===== config.mk =====
export PLATFORM = sky130hd
export DESIGN_NAME = sertx_unit
export DESIGN_NICKNAME = d
export VERILOG_FILES = /design/src/rtl/sertx_pkg.sv /design/src/rtl/sertx_frame_engine.sv /design/src/rtl/sertx_flag_ctl.sv /design/src/rtl/sertx_unit.sv
export SDC_FILE = /design/constraint.sdc
export NUM_CORES = 1
export LEC_CHECK = 0
export ABC_AREA = 1
export BUFFER_PORTS_ARGS = -buffer_cell sky130_fd_sc_hd__buf_2
export CAP_MARGIN = 10
export CORE_UTILIZATION = 30
export CTS_CLUSTER_DIAMETER = 80
export CTS_CLUSTER_SIZE = 14
export DETAILED_ROUTE_END_ITERATION = 8
export HOLD_SLACK_MARGIN = 0.12
export PLACE_DENSITY_LB_ADDON = 0.2
export SETUP_SLACK_MARGIN = 0.5
export SKIP_CTS_REPAIR_TIMING = 1
export SLEW_MARGIN = 0
export SYNTH_ARGS = -nofsm -noshare
export SYNTH_HDL_FRONTEND = slang
export SYNTH_SLANG_ARGS = --single-unit

===== constraint.sdc =====
create_clock -name clk -period 2.4 [get_ports clk]
set_clock_uncertainty 0.05 [all_clocks]
set_input_delay 0.72 -clock clk [delete_from_list [all_inputs] [get_ports clk]]
set_output_delay 0.72 -clock clk [all_outputs]
set_load 0.01 [all_outputs]

===== src/rtl/sertx_pkg.sv =====
package sertx_pkg;

  typedef enum logic [1:0] {
    TX_IDLE = 2'd0,
    TX_ARM  = 2'd1,
    TX_SEND = 2'd2
  } tx_state_e;

  localparam int FLAG_EMPTY = 0;
  localparam int FLAG_DONE  = 1;
  localparam int NUM_FLAGS  = 2;

endpackage


===== src/rtl/sertx_frame_engine.sv =====
module sertx_frame_engine
  import sertx_pkg::*;
#(
  parameter int DATA_W = 8
) (
  input  logic              clk,
  input  logic              rst,
  input  logic              start_i,
  input  logic              tick_i,
  input  logic              long_i,
  input  logic              bit8_i,
  input  logic [DATA_W-1:0] data_i,
  output logic              txd_o,
  output logic              idle_o,
  output logic              finish_o
);

  localparam int SHORT_LEN = DATA_W + 2;
  localparam int LONG_LEN  = DATA_W + 3;
  localparam int CNT_W     = $clog2(LONG_LEN);
  localparam int SH_W      = DATA_W + 2;
  localparam logic [CNT_W-1:0] LAST_SHORT = CNT_W'(SHORT_LEN - 1);
  localparam logic [CNT_W-1:0] LAST_LONG  = CNT_W'(LONG_LEN - 1);

  tx_state_e        state_q;
  logic [SH_W-1:0]  shreg_q;
  logic [CNT_W-1:0] pos_q;
  logic [CNT_W-1:0] last_q;
  logic             txd_q;

  assign txd_o    = txd_q;
  assign idle_o   = (state_q == TX_IDLE);
  assign finish_o = (state_q == TX_SEND) && tick_i && (pos_q == last_q);

  always_ff @(posedge clk) begin
    if (rst) begin
      state_q <= TX_IDLE;
      shreg_q <= '1;
      pos_q   <= '0;
      last_q  <= '0;
      txd_q   <= 1'b1;
    end else begin
      case (state_q)
        TX_IDLE: begin
          if (start_i) begin
            // stop bit above the optional ninth bit above the data
            shreg_q <= {1'b1, (long_i ? bit8_i : 1'b1), data_i};
            last_q  <= long_i ? LAST_LONG : LAST_SHORT;
            state_q <= TX_ARM;
          end
        end
        TX_ARM: begin
          if (tick_i) begin
            txd_q   <= 1'b0;
            pos_q   <= '0;
            state_q <= TX_SEND;
          end
        end
        TX_SEND: begin
          if (tick_i) begin
            if (pos_q == last_q) begin
              txd_q   <= 1'b1;
              state_q <= TX_IDLE;
            end else begin
              txd_q   <= shreg_q[0];
              shreg_q <= {1'b1, shreg_q[SH_W-1:1]};
              pos_q   <= pos_q + 1'b1;
            end
          end
        end
        default: state_q <= TX_IDLE;
      endcase
    end
  end

endmodule


===== src/rtl/sertx_flag_ctl.sv =====
module sertx_flag_ctl
  import sertx_pkg::*;
(
  input  logic                 clk,
  input  logic                 rst,
  input  logic                 start_i,
  input  logic                 finish_i,
  input  logic [NUM_FLAGS-1:0] ie_i,
  output logic [NUM_FLAGS-1:0] flag_o,
  output logic                 irq_o
);

  logic [NUM_FLAGS-1:0] flag_q;
  logic [NUM_FLAGS-1:0] flag_nxt;
  logic                 irq_q;

  for (genvar g = 0; g < NUM_FLAGS; g++) begin : g_flag
    always_comb begin
      flag_nxt[g] = flag_q[g];
      if (start_i)       flag_nxt[g] = 1'b0;
      else if (finish_i) flag_nxt[g] = 1'b1;
    end

    always_ff @(posedge clk) begin
      if (rst) flag_q[g] <= 1'b1;
      else     flag_q[g] <= flag_nxt[g];
    end
  end

  always_ff @(posedge clk) begin
    if (rst) irq_q <= 1'b0;
    else     irq_q <= |(ie_i & flag_nxt);
  end

  assign flag_o = flag_q;
  assign irq_o  = irq_q;

endmodule


===== src/rtl/sertx_unit.sv =====
module sertx_unit
  import sertx_pkg::*;
#(
  parameter int DATA_W = 8
) (
  input  logic              clk,
  input  logic              rst,
  input  logic              bus_wr,
  input  logic              bus_sel,
  input  logic [DATA_W-1:0] bus_wdata,
  input  logic              xmit_en,
  input  logic              empty_ie,
  input  logic              done_ie,
  input  logic              long_frame,
  input  logic              bit8_val,
  input  logic              bit_tick,
  output logic              txd,
  output logic              empty_flag,
  output logic              done_flag,
  output logic              irq
);

  logic [DATA_W-1:0]    hold_q;
  logic                 pending_q;
  logic                 wr_ok;
  logic                 start;
  logic                 eng_idle;
  logic                 eng_finish;
  logic [DATA_W-1:0]    start_data;
  logic [NUM_FLAGS-1:0] flags;
  logic [NUM_FLAGS-1:0] enables;

  // only the data register reacts to writes; status writes fall away here
  assign wr_ok      = bus_wr && !bus_sel && flags[FLAG_EMPTY];
  assign start      = xmit_en && eng_idle && (pending_q || wr_ok);
  assign start_data = wr_ok ? bus_wdata : hold_q;

  always_ff @(posedge clk) begin
    if (rst) begin
      hold_q    <= '0;
      pending_q <= 1'b0;
    end else begin
      if (wr_ok) hold_q <= bus_wdata;
      if (start)      pending_q <= 1'b0;
      else if (wr_ok) pending_q <= 1'b1;
    end
  end

  sertx_frame_engine #(.DATA_W(DATA_W)) u_engine (
    .clk      (clk),
    .rst      (rst),
    .start_i  (start),
    .tick_i   (bit_tick),
    .long_i   (long_frame),
    .bit8_i   (bit8_val),
    .data_i   (start_data),
    .txd_o    (txd),
    .idle_o   (eng_idle),
    .finish_o (eng_finish)
  );

  always_comb begin
    enables             = '0;
    enables[FLAG_EMPTY] = empty_ie;
    enables[FLAG_DONE]  = done_ie;
  end

  sertx_flag_ctl u_flags (
    .clk      (clk),
    .rst      (rst),
    .start_i  (start),
    .finish_i (eng_finish),
    .ie_i     (enables),
    .flag_o   (flags),
    .irq_o    (irq)
  );

  assign empty_flag = flags[FLAG_EMPTY];
  assign done_flag  = flags[FLAG_DONE];

endmodule


Word-level counts from Yosys, hierarchy flattened --
Index checks and enable logic that the tools add are counted.
Storage, ports and cells: bits in registers 33, input port bits 18, output and inout port bits 4
Cells by class: $add $sub $neg 1, equality and inequality tests 8, mux-type cells 24, bitwise logic cells 1, reductions and logical operators 18
Operators with widths (number):
- 2-to-1 mux 10 bit | 3
- case mux 10 bit (2 select lines) | 1
- 2-to-1 mux 4 bit | 3
- AND reduction 4 bit | 3
- 2-to-1 mux 2 bit | 5
- inequality test 2 bit, second input constant | 5
- 2-to-1 mux 1 bit | 8
- 2-to-1 mux 8 bit | 1
- case mux 4 bit (2 select lines) | 1
- logical AND 1 bit | 6
- case mux 2 bit (3 select lines) | 1
- adder 4 x 1 -> 4 bit, second input constant | 1
- equality test 4 bit | 1
- nonzero test 2 bit | 2
- OR reduction 2 bit | 2
- AND reduction 3 bit | 1
- bitwise AND 2 bit | 1
- equality test 2 x 1 -> 1 bit, second input constant | 1
- equality test 2 bit, second input constant | 1
- zero test 2 bit | 1
- case mux 1 bit (2 select lines) | 1
- AND reduction 2 bit | 1
- zero test 1 bit | 1
- logical OR 1 bit | 1

Depth between registers and ports, before layout --
Gate-level depths: netlist (run 1).
depth in word-level cells 8, gate-level depth with buffers 10, gate-level depth less buffers 10

Cells and area by module --
A second synthesis (run 1) with hierarchy kept.
Unflattened totals: cells, all modules 240, area, all modules 1606.5 um^2
Modules (own cells, without submodules):
- sertx_frame_engine | times used 1, cells each 147, area an instance 1016.0 um^2, seq. area each 380.4 um^2
- sertx_unit | times used 1, cells each 76, area an instance 449.2 um^2, seq. area each 180.2 um^2
- sertx_flag_ctl | times used 1, cells each 17, area an instance 141.4 um^2, seq. area each 60.1 um^2

Least setup slack after synthesis (run 1) --
No wires, ideal clock.
path kind input-to-reg, start point in bus_sel, end point reg u_engine.shreg_q[0], data arrival time 1.554 ns, data required time 2.220 ns, setup slack 0.666 ns, cell stages on the path 8, path through inv_1 > nand3_2 > nand2_1 > nand3_2 > a21oi_4 > nand2_4 > nand2_1 > nand3_1
On the way: cells in the longest elaborated chain, start to end 7, elaborated cells on any way between the ends 10
Ends and longest elaborated chain:
- start: declaration | line sertx_unit.sv:9 | input logic bus_sel,
- zero test 1 bit (*) | line sertx_unit.sv:34 | assign wr_ok = bus_wr && !bus_sel && flags[FLAG_EMPTY];
- logical AND 1 bit (*) (2 in series) | line sertx_unit.sv:34
- logical OR 1 bit | line sertx_unit.sv:35 | assign start = xmit_en && eng_idle && (pending_q || wr_ok);
- logical AND 1 bit | line sertx_unit.sv:35
- inequality test 2 bit (no source line)
- AND reduction 4 bit (no source line)
- end signal: assignment | line sertx_frame_engine.sv:47 | shreg_q <= {1'b1, (long_i ? bit8_i : 1'b1), data_i};
- end signal: assignment | line sertx_frame_engine.sv:66 | shreg_q <= {1'b1, shreg_q[SH_W-1:1]};
- end: declaration | line sertx_frame_engine.sv:26 | logic [SH_W-1:0] shreg_q;
Mark *: on every way between the ends. The rest lies on a longest branch, timed or not. The select of a mux whose other input is x is not followed. A chain may end at the register's enable or synchronous reset.

Final worst setup path (run 1) --
start point reg u_engine.state_q[1], end point reg u_engine.shreg_q[5]
On the way: cells in the longest elaborated chain, start to end 5, elaborated cells on any way between the ends 10
Ends and longest elaborated chain:
- start: declaration | line sertx_frame_engine.sv:25 | tx_state_e state_q;
- start signal: assignment | line sertx_frame_engine.sv:37 | state_q <= TX_IDLE;
- start signal: assignment | line sertx_frame_engine.sv:49 | state_q <= TX_ARM;
- start signal: assignment | line sertx_frame_engine.sv:56 | state_q <= TX_SEND;
- zero test 2 bit | line sertx_frame_engine.sv:32, sertx_frame_engine.sv:43
- logical AND 1 bit (2 in series) | line sertx_unit.sv:35
- inequality test 2 bit (no source line)
- AND reduction 4 bit (no source line)
Several ways; a longest one is shown, not always the timed one.

==> reports/qor.txt, run 1 <==
Cells after Synth = 206
Syn_nets = 225
RR Startpoint = u_engine.state_q[1]
CTS tree = done
Post-route insts no fill = 299
Worst reg-to-reg setup slack = 720 ps
Total grt overflow = 0
Iter 0 DRT Violations = 63
Clk pin slew, worst setup/hold paths = 70 ps
N_diodes = 0
Pre-CTS setup slack = 505.1 ps
Die ar. = 5167 um2
DR DRC count = 0
Worst Tran Pin Value = 457.5 ps
Worst Hold Class = flop to flop
Grt met3 use = 3.516%
Most frequent cell on the critical path = nand2_1
Hold path cells = 2
PnR worst setup slack = 722.5 ps
Clock latency on the worst-skew pair = 280 ps
Drt wl/cell = 10.65 um
Root buf cell = clkbuf_8
Via density = 4.304
Endpoint of the worst hold path = pending_q
Pwr per Cell Area = 750.8 nW/um2
Sw frac = 26.69%
IO Port Bufs = 21
Hold wc startpoint = pending_q
Clock Path Buffers = 2
Vias in the first global route = 1196
Combinational Power Share = 15.4%
Final wirelength = 3183 um
Leak = 0.8063 nW
Global routing's busiest layer = met2
Layout cells sized above 1 = 21.12%
Data required, critical path = 2510 ps
Drt first pass iters = 4
Vias = 1287
Nets = 250
Critical Path AT = 1780 ps
Worst setup EP type = flop
Finished Cell Area = 1769 um2
Gp weighted congestion = 0.7354
Critical path type = flop to flop
Area leader, netlist = dfxtp_1
Worst-path cell chain = inv_2, nor2_4, nand2_1, nand2_2, nand2_4, nand2_1, nand3_1
Die Y = 71.89 um
Unrepaired setup endpoints after global routing = false
Relative slew slack = 69.47%
Worst hold slack = 398.3 ps
Number of cells after detailed placement = 291
Synthesized area per cell = 7.112 um2
Largest net degree at the start of global routing = 20
Max_cap viols = 0
Cell count of the worst reg-to-reg path = 7
Synth area leaders = dfxtp_1, nand2_1, nand3_1
Clock group share of total power = 40.6%
Flop pwr share = 44.0%
Synth Cell Area = 1465 um2
Initial core utilization = 31.02%
Max Transition Viols Final = 0
Antenna violations before repair = 0
# IOs = 22
TNS Setup = 0 ps
Fill count = 531
Final Hold Vio Count = 0
NetSw = 0.3545 mW
Fmax = 596.1 MHz
GRT met2 Usage = 20.75%
CP Max Fanout = 19
FP Rows = 25
Cts bufs inserted = 5
Area delta synth->final = 20.75%
Core Region = 4723 um2
FF+latch count, synth = 31
WP buf/inv = 1
Critical path depth = 7
Crit-path leading delay family = simple AND/OR/NAND/NOR gates
Power Internal = 0.9738 mW
GRT Total Usage = 13.82%
Area post-placement = 1652 um2
Setup violators final = 0
Antenna Nets Post-Route = 0
Max stage delay on crit path = 420 ps
Htree depth = 2
Clock Sinks = 31
Status = finished, final reports clean
Yosys synthesis warning count = 0
Distinct cells, synth = 23
Startpoint types = flop
Final Critical Period = 1677 ps
Top cell type's share of synthesized area = 42.36%
Period utilization = 69.90%
VDD IR max = 0.3988 mV
Post-synthesis sequential area ratio = 42.36%
Hpwl dp = 2244 um
Reg-to-reg critical path endpoint = u_engine.shreg_q[5]
Slowest CP cell = dfxtp_1
Met1 GRT Util = 18.82%
Global-route wire length before repair = 5471 um
Die Wd = 71.89 um
[area by class of cell]
type / count / area, um2 / area share (%)
timing repair buffer: 24 / 127.6 / 7.214
clock buffer: 6 / 82.58 / 4.668
clock inverter: 2 / 35.03 / 1.980
inverter: 25 / 96.34 / 5.446
sequential: 31 / 620.6 / 35.08
multi-input combinational: 144 / 723.2 / 40.88
tap: 67 / 83.83 / 4.738
[layer usage]
layer,share of wire [%],vias to the layer above
met3,3.5,7
li1,-,710
met2,41,21
met4,1.9,0
met5,0,-
met1,54,549
[Yosys cell counts]
library cell / n
a21oi_1: 9
nand2_1: 58
a211oi_1: 1
inv_4: 1
buf_2: 2
nand3b_1: 1
a21oi_2: 1
xor2_1: 1
nand2_2: 2
nor2_4: 3
nand3_2: 6
dfxtp_1: 31
inv_1: 23
ha_1: 1
a21oi_4: 1
nand3_1: 24
o21ai_0: 16
or2_2: 1
nor2_1: 15
nand2_4: 1
nand4_1: 3
inv_2: 1
clkbuf_1: 4
[power by group through the flow]
stage	clock network, mW	logic, mW	registers [mW]
2_1_floorplan	0	0.149	0.593
6_report	0.539	0.205	0.584
4_1_cts	0.550	0.209	0.584
3_5_place_dp	0	0.207	0.595
5_1_grt	0.574	0.241	0.589
3_3_place_gp	0	0.207	0.597
[flip-flops by register name, summed over array words and instances (netlist names)]
signal	flops
u_engine.shreg_q	9
hold_q	8
u_engine.pos_q	4
u_engine.last_q	3
u_engine.state_q	2
u_flags.flag_o	2
pending_q	1
u_engine.txd_o	1
u_flags.irq_o	1
[logic make-up (layout without fill, tap and decap cells)]
kind of cell             count (synthesis)  in the layout  share of synthesized area (%)
AND/OR/NAND/NOR                        114            114                          37.15
XOR/XNOR                                 1              1                         0.5979
buffers and inverters                   31             57                          8.283
adder cells (fa/ha/maj)                  1              1                         0.8538
flip-flops                              31             31                          42.36
AO/OA/AOI/OAI                           28             28                          10.76
[worst register-to-register path: cells and delay by family (launching register included)]
family        cells  cell delay [ps]
simple gates      6              990
buf+inv           1               90
flops             1              420
[cells in the final DEF, fill, tap and decap left out, drive strengths merged]
cell	n
clkbuf	6
nand3	30
a21oi	11
ha	1
xor2	1
nor2	18
or2	1
nand2	61
clkinv	1
nand4	3
bufinv	1
buf	24
inv	25
nand3b	1
dfxtp	31
o21ai	16
a211oi	1
[through the flow]
stage | util [%] | power [mW]
2_1_floorplan | - | 0.7428
3_3_place_gp | 34.97 | 0.8040
3_5_place_dp | 34.97 | 0.8025
4_1_cts | 37.46 | 1.343
5_1_grt | 37.46 | 1.404
6_report | 37.46 | 1.328
[worst max path at each step]
stage               slack [ps]                start             endpoint
floorplan                  670              bus_sel  u_engine.shreg_q[0]
global placement           520              bus_sel  u_engine.shreg_q[6]
detailed placement         510              bus_sel  u_engine.shreg_q[3]
CTS                        710  u_engine.state_q[1]  u_engine.shreg_q[3]
global route               520  u_engine.state_q[1]  u_engine.shreg_q[8]
finish                     720  u_engine.state_q[1]  u_engine.shreg_q[5]
Note: power is estimated with default switching activity, not from simulation.
==> inputs of run 2 (changes only) <==
clock period = 1.6 ns   (was 2.4 ns; I/O delays follow)
==> reports/qor.txt, run 2 (synthesized netlist as in run 1, its figures left out) <==
Initial core utilization = 31.02%
Worst hold slack = 397.1 ps
Biggest register = u_engine.shreg_q
Setup violators final = 0
Storage element area = 645.6 um2
Cts bufs inserted = 5
Layout cells sized above 1 = 53.31%
Vias = 1497
Worst Tran Pin Value = 566.8 ps
Relative slew slack = 62.17%
Die Wd = 71.89 um
Pwr per Cell Area = 957.6 nW/um2
# IOs = 22
Most frequent cells in the layout = nand2_1, dfxtp_1, buf_4, inv_1, buf_2
Die Y = 71.89 um
Top flop regs = u_engine.shreg_q x9, hold_q x8, u_engine.pos_q x4
Worst setup EP type = flop
Largest net degree at the start of global routing = 18
Iter 0 DRT Violations = 72
VDD IR max = 0.4955 mV
Fmax = 701.8 MHz
Final Hold Vio Count = 0
Drt first pass iters = 4
Nets = 275
CTS tree = done
Max_cap viols = 0
Startpoint types = input pin
Die ar. = 5167 um2
Clk pin slew, worst setup/hold paths = 70 ps
Area delta synth->final = 59.52%
Antenna violations before repair = 0
FP Rows = 25
Clock latency on the worst-skew pair = 280 ps
Worst Hold Class = input pin to flop
IO Port Bufs = 21
Core Region = 4723 um2
Commonest non-fill, non-tap cell in the layout = nand2_1
Leak = 0.9982 nW
DR DRC count = 0
Fill count = 449
Data required, critical path = 1710 ps
Unrepaired setup endpoints after global routing = true
Period utilization = 89.06%
Critical Path AT = 1540 ps
Drt wl/cell = 11.81 um
Max Transition Viols Final = 0
Clock Sinks = 31
Critical path type = input pin to flop
Via density = 4.620
Htree depth = 2
Largest register FFs = 9
Area of the multi-input gates = 1010 um2
Final Critical Period = 1425 ps
Finished Cell Area = 2337 um2
Clock Path Buffers = 2
Hpwl dp = 2314 um
CP Max Fanout = 7
Area post-placement = 1792 um2
Status = finished, final reports clean
Gp weighted congestion = 0.7571
Antenna Nets Post-Route = 0
Final wirelength = 3825 um
Vias in the first global route = 1284
N_diodes = 0
GRT Total Usage = 14.32%
Total grt overflow = 0
Global-route wire length before repair = 5754 um
Root buf cell = clkbuf_8
==> run 2: changes by cell type in the layout (fill, tap and decap cells not counted), sizes merged <==
cell / before / now
buf: 24 / 47
clkinv: 1 / 2
inv: 25 / 24
nand2: 61 / 63
==> run 2: final timing paths <==
kind,slack (ps),depth (start not counted),end,startpoint
worst min-delay path,400,3,u_flags.irq_o,done_ie
worst min register to register,410,2,u_engine.shreg_q[8],u_engine.shreg_q[8]
worst max-delay path,180,11,u_engine.state_q[1],bus_sel
worst max register to register,180,8,u_engine.state_q[1],u_engine.state_q[1]
==> run 2: critical path: stages <==
cell and delay, ps:
buf_2 140, inv_12 50, nand3_4 90, nand2_4 80
nand3_4 80, buf_4 150, buf_12 130, nand2_1 70
nand3_1 100, nand2_1 100, a21oi_2 50
==> run 2: report_power, final <==
part	total [mW]	internal (mW)	switching (mW)
registers	0.882	0.840	0.0420
clock network	0.803	0.504	0.299
logic	0.553	0.244	0.309
==> run 2: per-stage QoR <==
| stage | util [%] | std cells | power [mW] | TNS (ps) | setup WS, ps |
|---|---|---|---|---|---|
| after floorplan | - | 206 | 1.146 | 0 | 128.5 |
| after global placement | 37.93 | 297 | 1.259 | -5.733 | -5.733 |
| after detailed placement | 37.93 | 297 | 1.260 | -131.8 | -26.19 |
| after CTS | 40.42 | 305 | 2.060 | 0 | 158.6 |
| after global routing | 49.48 | 324 | 2.350 | 0 | 109.4 |
| final | 49.48 | 324 | 2.238 | 0 | 175.0 |
==> run 2: final cells by class <==
class / count / area share, %
clock buffers: 6 / 3.533
clock inverters: 2 / 1.499
inverters: 25 / 4.872
multi-input cells: 146 / 43.20
flip-flops and latches: 31 / 27.62
well taps: 67 / 3.587
repair buffers: 47 / 15.69
==> run 2: metal layers <==
layer	track usage [%]	routed length (um)	vias up
met1	19.81	1867	701
li1	-	-	764
met4	6.318	36	0
met2	21.28	1803	26
met3	3.235	118	6
met5	0	0	-
